[src/rtl/route_strip_pkg.sv]
package route_strip_pkg;

  // Flit kind: bit 0 marks a packet start, bit 1 marks a packet end.
  typedef enum logic [1:0] {
    FK_BODY = 2'b00,
    FK_HEAD = 2'b01,
    FK_TAIL = 2'b10,
    FK_SOLO = 2'b11
  } flit_kind_e;

  function automatic logic kind_starts(input logic [1:0] k);
    return k[0];
  endfunction

  function automatic logic kind_ends(input logic [1:0] k);
    return k[1];
  endfunction

endpackage

[src/rtl/route_head_shift.sv]
module route_head_shift #(
  parameter int DATA_W  = 32,
  parameter int FIELD_W = 3,
  parameter int NFIELDS = 4
) (
  input  logic [DATA_W-1:0]  data_i,
  output logic [FIELD_W-1:0] port_o,
  output logic [DATA_W-1:0]  data_o
);
  localparam int ROUTE_W = FIELD_W * NFIELDS;

  assign port_o = data_i[FIELD_W-1:0];

  // Each field moves one slot toward the least significant end; the top slot empties.
  for (genvar f = 0; f < NFIELDS; f++) begin : g_field
    if (f == NFIELDS - 1) begin : g_top
      assign data_o[f*FIELD_W +: FIELD_W] = '0;
    end else begin : g_move
      assign data_o[f*FIELD_W +: FIELD_W] = data_i[(f+1)*FIELD_W +: FIELD_W];
    end
  end

  if (DATA_W > ROUTE_W) begin : g_upper
    assign data_o[DATA_W-1:ROUTE_W] = data_i[DATA_W-1:ROUTE_W];
  end
endmodule

[src/rtl/route_path_hold.sv]
module route_path_hold
  import route_strip_pkg::*;
#(
  parameter int PORT_W = 3
) (
  input  logic              clk,
  input  logic              rst_n,
  input  logic              take_i,
  input  logic [1:0]        kind_i,
  input  logic [PORT_W-1:0] head_port_i,
  output logic [PORT_W-1:0] sel_port_o,
  output logic              held_o
);
  logic [PORT_W-1:0] port_q;
  logic              held_q;

  always_ff @(posedge clk or negedge rst_n) begin
    if (!rst_n) begin
      port_q <= '0;
      held_q <= 1'b0;
    end else if (take_i) begin
      if (kind_starts(kind_i)) begin
        port_q <= head_port_i;
        held_q <= !kind_ends(kind_i);
      end else if (kind_ends(kind_i)) begin
        held_q <= 1'b0;
      end
    end
  end

  assign sel_port_o = kind_starts(kind_i) ? head_port_i : port_q;
  assign held_o     = held_q;

  // a single-flit packet never leaves the path held
  p_solo_no_hold_r5: assert property (@(posedge clk) disable iff (!rst_n)
    (take_i && kind_i == FK_SOLO) |=> !held_o);

  // a multi-flit head reserves the path
  p_head_holds_r5: assert property (@(posedge clk) disable iff (!rst_n)
    (take_i && kind_i == FK_HEAD) |=> held_o);
endmodule

[src/rtl/route_out_stage.sv]
module route_out_stage #(
  parameter int W = 8
) (
  input  logic         clk,
  input  logic         rst_n,
  input  logic         in_valid,
  output logic         in_ready,
  input  logic [W-1:0] in_pl,
  output logic         out_valid,
  input  logic         out_ready,
  output logic [W-1:0] out_pl
);
  logic         v_q;
  logic [W-1:0] pl_q;

  assign in_ready = !v_q || out_ready;

  always_ff @(posedge clk or negedge rst_n) begin
    if (!rst_n) v_q <= 1'b0;
    else if (in_ready) v_q <= in_valid;
  end

  always_ff @(posedge clk) begin
    if (in_valid && in_ready) pl_q <= in_pl;
  end

  assign out_valid = v_q;
  assign out_pl    = pl_q;

  // a stalled flit stays put
  p_stall_hold_r7: assert property (@(posedge clk) disable iff (!rst_n)
    (out_valid && !out_ready) |=> (out_valid && $stable(out_pl)));

  // an accepted flit is presented on the next cycle
  p_accept_shows_r8: assert property (@(posedge clk) disable iff (!rst_n)
    (in_valid && in_ready) |=> out_valid);
endmodule

[src/rtl/route_strip_stage.sv]
module route_strip_stage
  import route_strip_pkg::*;
#(
  parameter int DATA_W  = 32,
  parameter int FIELD_W = 3,
  parameter int NFIELDS = 4
) (
  input  logic              clk,
  input  logic              rst_n,
  input  logic              in_valid,
  output logic              in_ready,
  input  logic [1:0]        in_kind,
  input  logic [DATA_W-1:0] in_data,
  output logic              out_valid,
  input  logic              out_ready,
  output logic [1:0]        out_kind,
  output logic [DATA_W-1:0] out_data,
  output logic [FIELD_W-1:0] out_port,
  output logic              out_eject,
  output logic              path_held
);
  localparam int ROUTE_W = FIELD_W * NFIELDS;
  localparam int PL_W    = 1 + FIELD_W + 2 + DATA_W;

  logic [FIELD_W-1:0] head_port;
  logic [DATA_W-1:0]  head_data;
  logic [FIELD_W-1:0] sel_port;
  logic [DATA_W-1:0]  fwd_data;
  logic               take;
  logic [PL_W-1:0]    pl_in, pl_out;

  route_head_shift #(.DATA_W(DATA_W), .FIELD_W(FIELD_W), .NFIELDS(NFIELDS)) u_shift (
    .data_i (in_data),
    .port_o (head_port),
    .data_o (head_data)
  );

  assign take = in_valid && in_ready;

  route_path_hold #(.PORT_W(FIELD_W)) u_hold (
    .clk         (clk),
    .rst_n       (rst_n),
    .take_i      (take),
    .kind_i      (in_kind),
    .head_port_i (head_port),
    .sel_port_o  (sel_port),
    .held_o      (path_held)
  );

  assign fwd_data = kind_starts(in_kind) ? head_data : in_data;
  assign pl_in    = {(sel_port == '0), sel_port, in_kind, fwd_data};

  route_out_stage #(.W(PL_W)) u_out (
    .clk       (clk),
    .rst_n     (rst_n),
    .in_valid  (in_valid),
    .in_ready  (in_ready),
    .in_pl     (pl_in),
    .out_valid (out_valid),
    .out_ready (out_ready),
    .out_pl    (pl_out)
  );

  assign {out_eject, out_port, out_kind, out_data} = pl_out;

  // Tracker of the port of the last head that left, for the port-consistency check.
  logic [FIELD_W-1:0] trk_port;
  logic               trk_seen;
  always_ff @(posedge clk or negedge rst_n) begin
    if (!rst_n) begin
      trk_port <= '0;
      trk_seen <= 1'b0;
    end else if (out_valid && out_ready && kind_starts(out_kind)) begin
      trk_port <= out_port;
      trk_seen <= 1'b1;
    end
  end

  // body and tail flits leave on the head's port
  p_body_port_r4: assert property (@(posedge clk) disable iff (!rst_n)
    (out_valid && !kind_starts(out_kind) && trk_seen) |-> (out_port == trk_port));

  // a rewritten head has an empty top route field
  p_strip_zero_r3: assert property (@(posedge clk) disable iff (!rst_n)
    (out_valid && kind_starts(out_kind)) |-> (out_data[ROUTE_W-1 -: FIELD_W] == '0));

  // eject flag matches port zero
  p_eject_r9: assert property (@(posedge clk) disable iff (!rst_n)
    out_valid |-> (out_eject == (out_port == '0)));
endmodule

[config.mk]
export PLATFORM = sky130hd
export DESIGN_NAME = route_strip_stage
export DESIGN_NICKNAME = d
export VERILOG_FILES = /design/src/rtl/route_strip_pkg.sv /design/src/rtl/route_head_shift.sv /design/src/rtl/route_path_hold.sv /design/src/rtl/route_out_stage.sv /design/src/rtl/route_strip_stage.sv
export SDC_FILE = /design/constraint.sdc
export NUM_CORES = 1
export LEC_CHECK = 0
export BUFFER_PORTS_ARGS = -buffer_cell sky130_fd_sc_hd__buf_4
export CAP_MARGIN = 5
export CORE_MARGIN = 4
export CORE_UTILIZATION = 39
export DETAILED_ROUTE_END_ITERATION = 10
export PLACE_DENSITY = 0.8
export RECOVER_POWER = 25
export SYNTH_ARGS = -nofsm -noshare
export SYNTH_HDL_FRONTEND = slang
export SYNTH_SLANG_ARGS = --single-unit
[constraint.sdc]
create_clock -name clk -period 1.64 [get_ports clk]
set_input_delay 0.164 -clock clk [delete_from_list [all_inputs] [get_ports clk]]
set_output_delay 0.164 -clock clk [all_outputs]
set_load 0.05 [all_outputs]
==> impl_results.md, run 1 <==
* Post-synthesis instance area at 1520 sq um
* Synthesized netlist cell count at 70
* Actual transition at the worst max-transition pin at 0.874 ns
* Reg-to-reg critical path endpoint: u_out.out_pl[24]
* Number of ports placed on the die boundary at 79
* Die footprint at 4960 sq um
* Remaining antenna violation count at 0
* Worst Reg-to-Reg Cells at 4
* Number of buffers on the longest clock path at 2
* Share of the synthesized area in the top cell type at 75.1%
* Fraction of the yosys area taken by sequential cells at 83.4%
* Avg Synthesized Cell Area at 21.7 sq um
* Launching element of the worst setup path: in_kind[0]
* Number of DRC markers after the initial detailed-route iteration at 52
* Average wire length per cell after detail routing at 16.3 um
* Worst Path Required at 1.81 ns
* Placement Rows at 22
* Compound-cell area share of the yosys netlist at 0.824%
* Setup ws final at 0.366 ns
* Number of buffers created by CTS at 5
* Rel. slew slack at 41.8%
* Vias in the first global route at 977
* H-tree lvl count at 2
* Unrepaired setup endpoints after global routing: no
* Crit-path max FO at 17
* Final number of hold-violating endpoints at 0
* Share of flip-flops with an asynchronous set or reset at 11.6%
* Area inside the core boundary at 3720 sq um
* Clock transition at the registers of the reported paths at 0.08 ns
* Setup crit end: u_hold.port_q[0]
* Critical path launch point type: input pin
* WP buf/inv at 1
* Worst hold stages at 1
* Final setup vio count at 0
* CP max stage cell: clkbuf_1
* Portion of the clock cycle consumed by the worst path in the final layout at 77.7%
* Endpoint type of the worst setup path: flop
* Cell at the root of the clock tree: clkbuf_8
* Startpoint of the lowest-slack register-to-register path: u_out.out_valid
* Clock skew at 0.00591 ns
* Clock Sink Count at 43
* Initial cell density of the core at 40.9%
* Total wire length at 3320 um
* Maximum achievable frequency at 785 MHz
* Yosys top cell by area: edfxtp_1
* Number of nets in the layout at 193
* Growth of design area from synthesis to finish at 52.7%
* Vert. Die Dim at 70.4 um
* Ranking of synthesized cells by area: edfxtp_1, mux2_2, dfrtp_1, mux2_4, nor2b_1
* Final weighted congestion in routability-driven placement at 0.816
* Critical path start-end classification: in -> reg
* Count of cell types in the netlist at 12
* Maximum single-stage delay on the critical path at 0.64 ns
* Number of iterations in the first detailed-routing pass at 2
* Critical path data arrival time at 1.45 ns
* Worst setup slack before clock tree synthesis at 0.390 ns
* CP Depth at 3
* Post-CTS sizing at 0
* Leak Pwr at 0.959 nW
* Grt total ovfl at 0
* Mux cell area share after synthesis at 11.9%
* Max-cap violations at 0
* CTS tree: done
* Worst path top cell family by delay: buffers and inverters
* Count of placed standard cells including taps at 195
* Core occupancy in the finished layout at 62.4%
* Total Routing Usage GR at 13.8%
* Count of flip-flops with a built-in enable after synthesis at 38
* Xor/xnor cell area share of the yosys netlist at 0%
* Drc violations at 0
* Half-perimeter wire length of the detailed placement result at 2660 um
* Number of buffers inserted by port buffering at 78
* Fraction of layout instances using a drive strength above 1 at 65.4%
* Clock insertion delay at the later pin of the skew report at 0.29 ns
* Crit-path cells: clkbuf_1, mux2_4, mux2_2
* Fraction of the mapped netlist area in adder cells at 0%
* Final period demand of the worst path at 1.27 ns
* Via count at 944
* Net count of the mapped netlist at 108
* Fraction of the mapped netlist area in simple logic gates at 2.64%
* Number of diodes at 0
* Synth warn at 0
* Top flip-flop cell by instance count after synthesis: edfxtp_1
* Worst voltage drop across the vdd grid at 0.493 mV
* Antenna violations before repair at 0
* Most instantiated library cell after synthesis: edfxtp_1
* Status: finished clean
* Vias per cell at 4.63
* Synth top cells by count: edfxtp_1, mux2_2, dfrtp_1, mux2_4, nor2b_1
* Die Span X at 70.4 um
* Max-slew violations at 0
* Global-route wire length before repair at 4990 um
* Total power at 2.81 mW
* Power per cell area at 1210 nW/um^2
* Worst min-delay path class: in -> reg
* Combinational family with the most area after synthesis: multiplexers
* WHS at 0.0664 ns
* Worst reg2reg setup slack at 0.38 ns
* Register bit total from synthesis at 43
* Count of placed standard cells in the final layout, fillers left out at 204
* Maximum number of pins on one net before global-route repair at 35
==> report_power, final <==
group	internal (mW)	total, mW	switching [mW]
clock	0.608	0.943	0.335
sequential	1.30	1.33	0.0356
combinational	0.200	0.533	0.333
==> through the flow <==
step | TNS, ns | cell area (sq um)
finish | 0 | 2320
global placement | 0 | 2190
detailed placement | 0 | 2190
floorplan | -4.67 | 1540
global route | 0 | 2320
CTS | 0 | 2330
==> worst min-delay path by stage <==
stage	start	end	slack [ns]
final	in_data[13]	u_out.out_pl[13]	0.07
after global routing	in_data[17]	u_out.out_pl[17]	0.05
after CTS	in_data[13]	u_out.out_pl[13]	0.03
after detailed placement	rst_n	u_hold.port_q[0]	-0.03
after global placement	rst_n	u_hold.held_o	-0.03
after floorplan	rst_n	u_hold.held_o	-0.13
==> timing repair <==
action                    in CTS  in global routing
hold buffers                   1                  0
buffers inserted               0                  0
hold endpoints to repair       5                  0
==> state kept, by name (all words and copies together) (netlist names) <==
register and cells:
u_hold.held_o 1, u_hold.port_q 3, u_out.out_pl 38, u_out.out_valid 1
==> layout by cell type, fill, tap and decap left out <==
| master | Yosys | routed |
|---|---|---|
| nor3_1 | 1 | 1 |
| dlygate4sd3_1 | 0 | 1 |
| a31oi_1 | 2 | 2 |
| clkbuf_8 | 0 | 5 |
| buf_4 | 0 | 55 |
| edfxtp_1 | 38 | 38 |
| mux2_4 | 3 | 3 |
| nand2b_4 | 0 | 1 |
| clkbuf_4 | 0 | 20 |
| mux2_2 | 12 | 12 |
| buf_12 | 0 | 1 |
| clkbuf_1 | 0 | 4 |
| nand2b_1 | 2 | 1 |
| dfrtp_2 | 0 | 1 |
| clkinvlp_4 | 0 | 1 |
| nand2_4 | 0 | 1 |
| nor2b_1 | 3 | 3 |
| dfrtp_1 | 5 | 4 |
| bufinv_16 | 0 | 2 |
==> logic make-up after synthesis <==
family                 after synthesis
AO/OA/AOI/OAI                        2
buffers and inverters                3
flip-flops                          43
multiplexers                        15
AND/OR/NAND/NOR                      7
==> per-layer routing <==
layer  global-route usage [%]  part of all wire, %  up-vias
met5                        0                    0        -
li1                         -                    -      436
met4                     7.66                  2.2        0
met2                     22.5                   48       61
met3                     7.48                   13        6
met1                     14.1                   37      441
==> final cells by class <==
| type | count | area (sq um) |
|---|---|---|
| flip-flops and latches | 43 | 1270 |
| well taps | 48 | 60.1 |
| inverters | 1 | 7.51 |
| fillers | 291 | 1400 |
| clock buffers | 6 | 72.6 |
| multi-input cells | 24 | 248 |
| repair buffers | 80 | 604 |
| clock inverters | 2 | 60.1 |
Note: power is estimated with default switching activity, not from simulation.
==> run 2: changes to the inputs <==
==> constraint.sdc (replaced) <==
create_clock -name clk -period 1.1 [get_ports clk]
set_input_delay 0.11 -clock clk [delete_from_list [all_inputs] [get_ports clk]]
set_output_delay 0.11 -clock clk [all_outputs]
set_load 0.05 [all_outputs]
==> run 2 against run 1 <==
Net effect:
- critical path type is now reg -> out
- clock skew decreased by 0.00056 ns
- largest cell class unchanged
- combinational power increased by 69%
- the flow now finishes with violations (negative setup slack)
- global-route usage is 3.0 points higher
- non-clock buffer count is 24 higher
==> impl_results.md, run 2 (synthesis results as in run 1) <==
* Via count at 1025 (was 944)
* Vias per cell at 4.50 (was 4.63)
* Rel. slew slack at 80.7% (was 41.8%)
* Launching element of the worst setup path: u_out.out_valid (was in_kind[0])
* Maximum number of pins on one net before global-route repair at 21 (was 35)
* Max-slew violations at 0 (unchanged)
* Drc violations at 0 (unchanged)
* Clock transition at the registers of the reported paths at 0.08 ns (about the same)
* CP Depth at 3 (unchanged)
* Die Span X at 70.4 um (unchanged)
* Portion of the clock cycle consumed by the worst path in the final layout at 105%
* Setup tns final at -1.08 ns (was 0 ns)
* Number of buffers created by CTS at 5 (unchanged)
* Max-cap violations at 0 (unchanged)
* Power per cell area at 1670 nW/um^2 (was 1210 nW/um^2)
* Crit-path cells: nand2b_4, buf_6, buf_8 (was clkbuf_1, mux2_4, mux2_2)
* Critical path data arrival time at 1.04 ns (was 1.45 ns)
* Worst Path Required at 0.99 ns (was 1.81 ns)
* Crit-path max FO at 2 (was 17)
* Worst path top cell family by delay: flip-flops (was buffers and inverters)
* Cell at the root of the clock tree: clkbuf_8 (unchanged)
* Count of placed standard cells in the final layout, fillers left out at 228 (was 204)
* Worst min-delay path class: in -> reg (unchanged)
* Average wire length per cell after detail routing at 17.8 um (was 16.3 um)
* Unrepaired setup endpoints after global routing: yes (was no)
* Number of DRC markers after the initial detailed-route iteration at 73 (was 52)
* Total wire length at 4060 um (was 3320 um)
* Flip-flop count of the largest register, all copies and words added at 38 (unchanged)
* Worst voltage drop across the vdd grid at 0.655 mV (was 0.493 mV)
* Setup crit end: in_ready (was u_hold.port_q[0])
* Critical path start-end classification: reg -> out (was in -> reg)
* Number of iterations in the first detailed-routing pass at 3 (was 2)
* Placement Rows at 22 (unchanged)
* Endpoint type of the worst setup path: output port (was flop)
* Maximum single-stage delay on the critical path at 0.43 ns (was 0.64 ns)
* Reg-to-reg critical path endpoint: u_out.out_pl[23] (was u_out.out_pl[24])
* Worst Reg-to-Reg Cells at 4 (unchanged)
* Half-perimeter wire length of the detailed placement result at 2670 um (was 2660 um)
* Vias in the first global route at 1139 (was 977)
* Count of placed standard cells including taps at 198 (was 195)
* Fraction of layout instances using a drive strength above 1 at 59.4% (was 65.4%)
* Total Routing Usage GR at 16.9% (was 13.8%)
* H-tree lvl count at 2 (unchanged)
* Number of diodes at 0 (unchanged)
* Clock Sink Count at 43 (unchanged)
* Vert. Die Dim at 70.4 um (unchanged)
* Clock skew at 0.00535 ns (was 0.00591 ns)
* Critical path launch point type: flop (was input pin)
* Antenna violations before repair at 0 (unchanged)
* Remaining antenna violation count at 0 (unchanged)
* Final period demand of the worst path at 1.15 ns
* Worst reg2reg setup slack at -0.03 ns (was 0.38 ns)
* Total area of multi-input combinational cells at 248 sq um (unchanged)
* CP max stage cell: dfrtp_2 (was clkbuf_1)
* Maximum achievable frequency at 869 MHz
* Actual transition at the worst max-transition pin at 0.290 ns (was 0.874 ns)
* Most common cell after layout, fill and taps aside: buf_4 (unchanged)
* Growth of design area from synthesis to finish at 69.9% (was 52.7%)
* Leak Pwr at 1.08 nW (was 0.959 nW)
* Setup ws final at -0.0512 ns (was 0.366 ns)
* Global-route wire length before repair at 6050 um (was 4990 um)
* Startpoint of the lowest-slack register-to-register path: u_out.out_valid (unchanged)
* WP buf/inv at 2 (was 1)
* Number of ports placed on the die boundary at 79 (unchanged)
* Die footprint at 4960 sq um (unchanged)
* Status: complete, but fails checks (was finished clean)
* Number of nets in the layout at 217 (was 193)
* Core occupancy in the finished layout at 69.5% (was 62.4%)
* Final weighted congestion in routability-driven placement at 0.841 (was 0.816)
* Fraction of met2 tracks used by global routing at 30.1% (was 22.5%)
* Final setup vio count at 39 (was 0)
* FF/Latch Area at 1270 sq um (unchanged)
* Fill cell total of the finished layout at 225 (was 291)
* Grt total ovfl at 0 (unchanged)
* Area inside the core boundary at 3720 sq um (unchanged)
* Initial cell density of the core at 40.9% (unchanged)
* CTS tree: done (unchanged)
* Failing checks: negative setup slack
* Number of buffers on the longest clock path at 2 (unchanged)
* Highest-count cells in the layout ignoring fill and taps: buf_4, edfxtp_1, dlygate4sd3_1 (was buf_4, edfxtp_1, clkbuf_4)
* Met1 track demand over resource at 16.8% (was 14.1%)
* Final number of hold-violating endpoints at 0 (unchanged)
* Met3 Use GR at 8.35% (was 7.48%)
* Number of buffers inserted by port buffering at 78 (unchanged)
* Clock insertion delay at the later pin of the skew report at 0.29 ns (about the same)
* GRT Max-Usage Layer: met2 (unchanged)
run 2: cell types whose count changed in the layout (fill, tap and decap cells not counted), sizes merged:
cell | before | now
buf | 56 | 79
clkbuf | 29 | 10
dlygate4sd3 | 1 | 21
run 2: report_power, final:
group	switching [mW]	internal [mW]	leakage, nW
clock network	0.513	0.907	0.0654
registers	0.0513	1.93	0.420
logic	0.529	0.374	0.593
total	1.09	3.21	1.08
run 2: worst min-delay path by stage:
stage                start                to  slack (ns)  cells past startpoint
3_3_place_gp         rst_n     u_hold.held_o       -0.09                      1
4_1_cts        in_data[12]  u_out.out_pl[12]      0.0002                      1
5_1_grt           in_valid     u_hold.held_o        0.04                      2
3_5_place_dp         rst_n     u_hold.held_o       -0.08                      1
6_report          in_valid     u_hold.held_o        0.04                      2
2_1_floorplan        rst_n     u_hold.held_o       -0.19                      0
run 2: worst register-to-register path, stage by stage, from the launching register on:
cell        delay, ns
dfrtp_2          0.43
nand2b_4         0.09
nand2_4          0.06
clkinvlp_4       0.10
buf_12           0.17
run 2: routing by layer:
metal | wire (um) | vias to the layer above
met2 | 2110 | 61
met5 | 0 | -
met4 | 60 | 0
met3 | 445 | 6
li1 | - | 484
met1 | 1450 | 474
run 2: repair_timing:
| action | 4_1_cts | 5_1_grt |
|---|---|---|
| setup buffers | 1 | 0 |
| hold buffers | 18 | 3 |
| pin swaps | 0 | 0 |
| endpoints found under the hold margin | 22 | 3 |
| resized for setup | 3 | 1 |
| endpoints found under the setup margin | 39 | 42 |
run 2: metrics by stage:
| stage | setup WS [ns] | hold WS [ns] | instance area [sq um] | power [mW] |
|---|---|---|---|---|
| after floorplan | -0.663 | -0.186 | 1540 | 2.52 |
| after CTS | -0.0568 | 0.000155 | 2550 | 4.31 |
| after global placement | 0.00378 | -0.0881 | 2220 | 2.82 |
| after global routing | -0.0858 | 0.0355 | 2580 | 4.46 |
| after detailed placement | -0.0120 | -0.0840 | 2220 | 2.85 |
| final | -0.0512 | 0.0373 | 2580 | 4.31 |
run 2: cell type report:
type	count	share of cell area (%)
sequential	43	49.1
timing repair buffer	104	33.5
multi-input combinational	24	9.60
clock buffer	6	2.81
clock inverter	2	2.33
tap	48	2.33
inverter	1	0.291
